**config.mk**
```make
export PLATFORM = sky130hd
export DESIGN_NAME = isr_status_reg
export DESIGN_NICKNAME = d
export VERILOG_FILES = /design/src/rtl/isr_pkg.sv /design/src/rtl/isr_edge_detect.sv /design/src/rtl/isr_status_bit.sv /design/src/rtl/isr_aggregate.sv /design/src/rtl/isr_status_reg.sv
export SDC_FILE = /design/constraint.sdc
export NUM_CORES = 1
export LEC_CHECK = 0
export BUFFER_PORTS_ARGS = -buffer_cell sky130_fd_sc_hd__clkbuf_2
export CELL_PAD_IN_SITES_DETAIL_PLACEMENT = 1
export CELL_PAD_IN_SITES_GLOBAL_PLACEMENT = 1
export CORE_ASPECT_RATIO = 1.1
export CORE_MARGIN = 4
export CORE_UTILIZATION = 30
export DETAILED_ROUTE_END_ITERATION = 12
export PLACE_DENSITY = 0.83
export RECOVER_POWER = 25
export SETUP_SLACK_MARGIN = 0.05
export SYNTH_ARGS = -nofsm -noshare
export SYNTH_HDL_FRONTEND = slang
export SYNTH_SLANG_ARGS = --single-unit
```
**constraint.sdc**
```tcl
create_clock -name clk -period 2.7 [get_ports clk]
set_input_delay 0 -clock clk [delete_from_list [all_inputs] [get_ports clk]]
set_output_delay 0 -clock clk [all_outputs]
set_load 0.05 [all_outputs]
```
**src/rtl/isr_pkg.sv**
```systemverilog
package isr_pkg;

    typedef enum logic [1:0] {
        TRIG_LEVEL = 2'd0,
        TRIG_RISE  = 2'd1,
        TRIG_FALL  = 2'd2,
        TRIG_BOTH  = 2'd3
    } trig_kind_e;

    typedef struct packed {
        logic set;
        logic clr;
    } bit_ctl_t;

    function automatic logic set_cond(trig_kind_e kind, logic cur, logic prev);
        logic r;
        case (kind)
            TRIG_LEVEL: r = cur;
            TRIG_RISE:  r = cur & ~prev;
            TRIG_FALL:  r = ~cur & prev;
            default:    r = cur ^ prev;
        endcase
        return r;
    endfunction

endpackage

```
**src/rtl/isr_edge_detect.sv**
```systemverilog
module isr_edge_detect
    import isr_pkg::*;
#(
    parameter trig_kind_e KIND = TRIG_RISE
) (
    input  logic clk,
    input  logic rst,
    input  logic trig_i,
    output logic set_o
);

    // History flop; unused (and removed by synthesis) for level bits.
    logic prev_q;

    always_ff @(posedge clk) begin
        if (rst) prev_q <= 1'b0;
        else     prev_q <= trig_i;
    end

    assign set_o = set_cond(KIND, trig_i, prev_q);

endmodule

```
**src/rtl/isr_status_bit.sv**
```systemverilog
module isr_status_bit
    import isr_pkg::*;
#(
    parameter bit STICKY = 1'b1
) (
    input  logic     clk,
    input  logic     rst,
    input  bit_ctl_t ctl_i,
    output logic     status_o
);

    logic status_q;
    logic status_d;

    always_comb begin
        if (STICKY) status_d = ctl_i.set | (status_q & ~ctl_i.clr);
        else        status_d = ctl_i.set;
    end

    always_ff @(posedge clk) begin
        if (rst) status_q <= 1'b0;
        else     status_q <= status_d;
    end

    assign status_o = status_q;

endmodule

```
**src/rtl/isr_aggregate.sv**
```systemverilog
module isr_aggregate #(
    parameter int          N           = 16,
    parameter logic [N-1:0] QUAL_ENABLE = '0
) (
    input  logic [N-1:0] status_i,
    input  logic [N-1:0] qual_i,
    input  logic [N-1:0] halt_mask_i,
    output logic         irq_o,
    output logic         halt_o
);

    logic [N-1:0] pass;

    for (genvar i = 0; i < N; i++) begin : g_pass
        if (QUAL_ENABLE[i]) begin : g_en
            assign pass[i] = qual_i[i];
        end else begin : g_mask
            assign pass[i] = ~qual_i[i];
        end
    end

    assign irq_o  = |(status_i & pass);
    assign halt_o = |(status_i & ~halt_mask_i);

endmodule

```
**src/rtl/isr_status_reg.sv**
```systemverilog
module isr_status_reg
    import isr_pkg::*;
#(
    parameter int             N           = 16,
    parameter logic [2*N-1:0] TRIG_KIND   = 32'hE4E4_E4E4,
    parameter logic [N-1:0]   STICKY      = 16'h0F0F,
    parameter logic [N-1:0]   QUAL_ENABLE = 16'hAAAA,
    localparam int            NBYTES      = (N + 7) / 8
) (
    input  logic              clk,
    input  logic              rst,
    input  logic [N-1:0]      trig,
    input  logic              wr_en,
    input  logic [N-1:0]      wr_data,
    input  logic [NBYTES-1:0] wr_be,
    input  logic [N-1:0]      qual,
    input  logic [N-1:0]      halt_mask,
    output logic [N-1:0]      status,
    output logic              irq,
    output logic              halt
);

    for (genvar i = 0; i < N; i++) begin : g_bit
        localparam trig_kind_e KIND = trig_kind_e'(TRIG_KIND[2*i +: 2]);
        bit_ctl_t ctl;

        isr_edge_detect #(.KIND(KIND)) u_edge (
            .clk    (clk),
            .rst    (rst),
            .trig_i (trig[i]),
            .set_o  (ctl.set)
        );

        assign ctl.clr = wr_en & wr_data[i] & wr_be[i/8];

        isr_status_bit #(.STICKY(STICKY[i])) u_stat (
            .clk      (clk),
            .rst      (rst),
            .ctl_i    (ctl),
            .status_o (status[i])
        );
    end

    isr_aggregate #(.N(N), .QUAL_ENABLE(QUAL_ENABLE)) u_agg (
        .status_i    (status),
        .qual_i      (qual),
        .halt_mask_i (halt_mask),
        .irq_o       (irq),
        .halt_o      (halt)
    );

endmodule

```
==> results_dict.tcl <==
set metrics [dict create \
    status "finished, violations left" \
    violations "hold timing" \
    placed_area_sq_um 1560 \
    r2r_setup_slack_ns 1.93 \
    synthTopCellsByCount "nor2b_1 (35), dfxtp_1 (28), buf_4 (16)" \
    clk_path_buf_depth 2 \
    synth_seq_cells 28 \
    ir_worst_vdd_mv 0.198 \
    fin_setup_tns_ns 0 \
    power.density_nw_per_um2 520 \
    vias 1165 \
    start_util 0.313 \
    yosysMostFrequentCell "nor2b_1" \
    n_fill_cell 507 \
    fp.dieW_microns 69.3 \
    antenna_found_initial 0 \
    viasPerCell 4.38 \
    worst_pin_slew_ns 1.06 \
    htree_levels 1 \
    fin_cells 266 \
    maxCapViolCount 0 \
    post_cts_resized 0 \
    period_minus_slack_ns 1.63 \
    cp_top_family "compound AO/OA/AOI/OAI gates" \
    portBuffers 78 \
    whs_ns -0.00553 \
    post-synth-top-area-fraction 0.452 \
    synthTopCellsByArea "dfxtp_1 (45%), nor2b_1 (18%), buf_4 (9.7%), a21oi_1 (3.2%), nand3_1 (3.2%)" \
    seq_area_sq_um 561 \
    yosysTopAreaCell "dfxtp_1" \
    synth_cell_types 19 \
    crit_type "reg -> out" \
    grt_max_degree 27 \
    grt_pass1_wl_mm 5.45 \
    finalCritPeriodShare 0.602 \
    max_stage_delay_ns 0.49 \
    antenna_cells 0 \
    rsz0062_at_grt "no" \
    rows 24 \
    drcViolationCount 0 \
    cts_setup_buffers 0 \
    synth_cells 136 \
    fin_area_sq_um 1760 \
    numCtsBuffers 3 \
    post_drt_wl_per_cell_microns 13.1 \
    detail-route-antenna-nets 0 \
    async_flop_share 0 \
    cts_hold_buf 15 \
    wl_mm 3.48 \
    clock_skew_ns 0.000959 \
    finalWeightedCongestion 0.799 \
    slew_headroom 0.293 \
    hold_violations 1 \
    root_buffer "clkbuf_8" \
    drtIter0Drc 13 \
    totalPowerFinal_uw 918 \
    cp_max_fo 3 \
    setup_viol 0 \
    io_pins 87 \
    path_cells "nor2b_1, a2111oi_0, nand4_1, clkbuf_2" \
    syn-num-nets 205 \
    dp_cells 247 \
    p_leak_nw 0.851 \
    drive_gt1_frac 0.393 \
    grt_pass1_vias 1194 \
    hp-class "in -> reg" \
    cp_slowest_cell "a2111oi_0" \
    synth-edff-count 0 \
    grt.total_usage 0.128 \
    die_h_microns 75.4 \
    final_nets 284 \
    areaGrowthSynthToFinish_pct 42.3 \
    fin_ws_ns 1.07 \
    yosys_warnings 0 \
    overflow 0 \
    synth_area_sq_um 1240 \
    syn_avg_cell_area_sq_um 9.12 \
    clk_latency_ns 0.26 \
    worst_ep_required_time_ns 2.70 \
    clkTransAtPathRegs_ns 0.09 \
    clock-sinks 28 \
    cp.arrival_ns 1.63 \
    tritoncts "yes" \
    multiInputGateArea_sq_um 518 \
    crit_buf_inv 1 \
    place_ws_ns 1.30 \
    yosysSeqAreaShare 0.452 \
    report.final.slew_viol_count 0 \
    dr.pass1.iters 4 \
    die-area_sq_um 5230 \
    synthFlopType "dfxtp_1" \
    timing.fmax_mhz 615 \
    startpoint_type "register" \
    end_kind "output pin" \
    core_area_sq_um 3960 \
]
==> kinds of logic (layout without fill, tap and decap cells) <==
kind of cell / after synthesis / after routing / synth area share
buffers and inverters: 26 / 104 / 0.130
AOI/OAI and AO/OA: 18 / 18 / 0.109
and+or+nand+nor: 60 / 60 / 0.281
DFF: 28 / 28 / 0.452
xor gates and xnor gates: 4 / 4 / 0.0283
==> per-stage QoR <==
step,utilization,hold slack [ns]
floorplan,-,0.0716
global placement,0.394,0.187
detailed placement,0.394,0.183
CTS,0.445,0.00132
global route,0.445,0.00105
finish,0.445,-0.00553
==> state kept, by name, indices dropped and copies added (netlist names) <==
name                   flops
g_bit.u_edge.prev_q       12
g_bit.u_stat.status_o     16
==> cells in the final DEF (no fill, tap or decap) <==
master          n
a2111oi_0       4
a2111oi_1       1
a2111oi_2       1
a21oi_1         8
a221oi_1        2
a22o_1          2
and2_1          1
clkbuf_1        1
clkbuf_2       77
clkbuf_8        4
dfxtp_1        28
dlygate4sd3_1  15
inv_1           7
nand3_1         8
nand4_1         2
nor2_1         10
nor2b_1        35
nor2b_2         2
nor3b_1         2
xnor2_1         2
xor2_1          2
==> worst reg2reg max path, stage by stage, from the launching register on <==
cell and delay, ns:
dfxtp_1 0.31, xor2_1 0.14, a21oi_1 0.13, nor2_1 0.05
==> layout make-up <==
class | instances | area share
clock buffers | 4 | 0.0312
inverters | 7 | 0.0149
multi-input cells | 82 | 0.294
flip-flops and latches | 28 | 0.318
well taps | 52 | 0.0369
repair buffers | 93 | 0.306
==> worst paths after layout <==
check	to	startpoint	depth (start not counted)
min reg2reg	g_bit[13].u_stat.status_o	g_bit[13].u_edge.prev_q	1
min	g_bit[15].u_edge.prev_q	trig[15]	2
max reg2reg	g_bit[11].u_stat.status_o	g_bit[11].u_edge.prev_q	3
max	halt	g_bit[12].u_stat.status_o	4
==> per-layer routing <==
metal | wire (microns) | global-route usage
met1 | 1270 | 0.140
met2 | 1920 | 0.246
met3 | 206 | 0.0343
met4 | 77 | 0.0434
met5 | 0 | 0
==> power breakdown <==
part / leakage, nW / switching (mW) / internal [mW]
clock network: 0.0288 / 0.120 / 0.130
registers: 0.233 / 0.0170 / 0.438
logic: 0.590 / 0.122 / 0.0907
total: 0.851 / 0.259 / 0.659
Note: power is estimated with default switching activity, not from simulation.
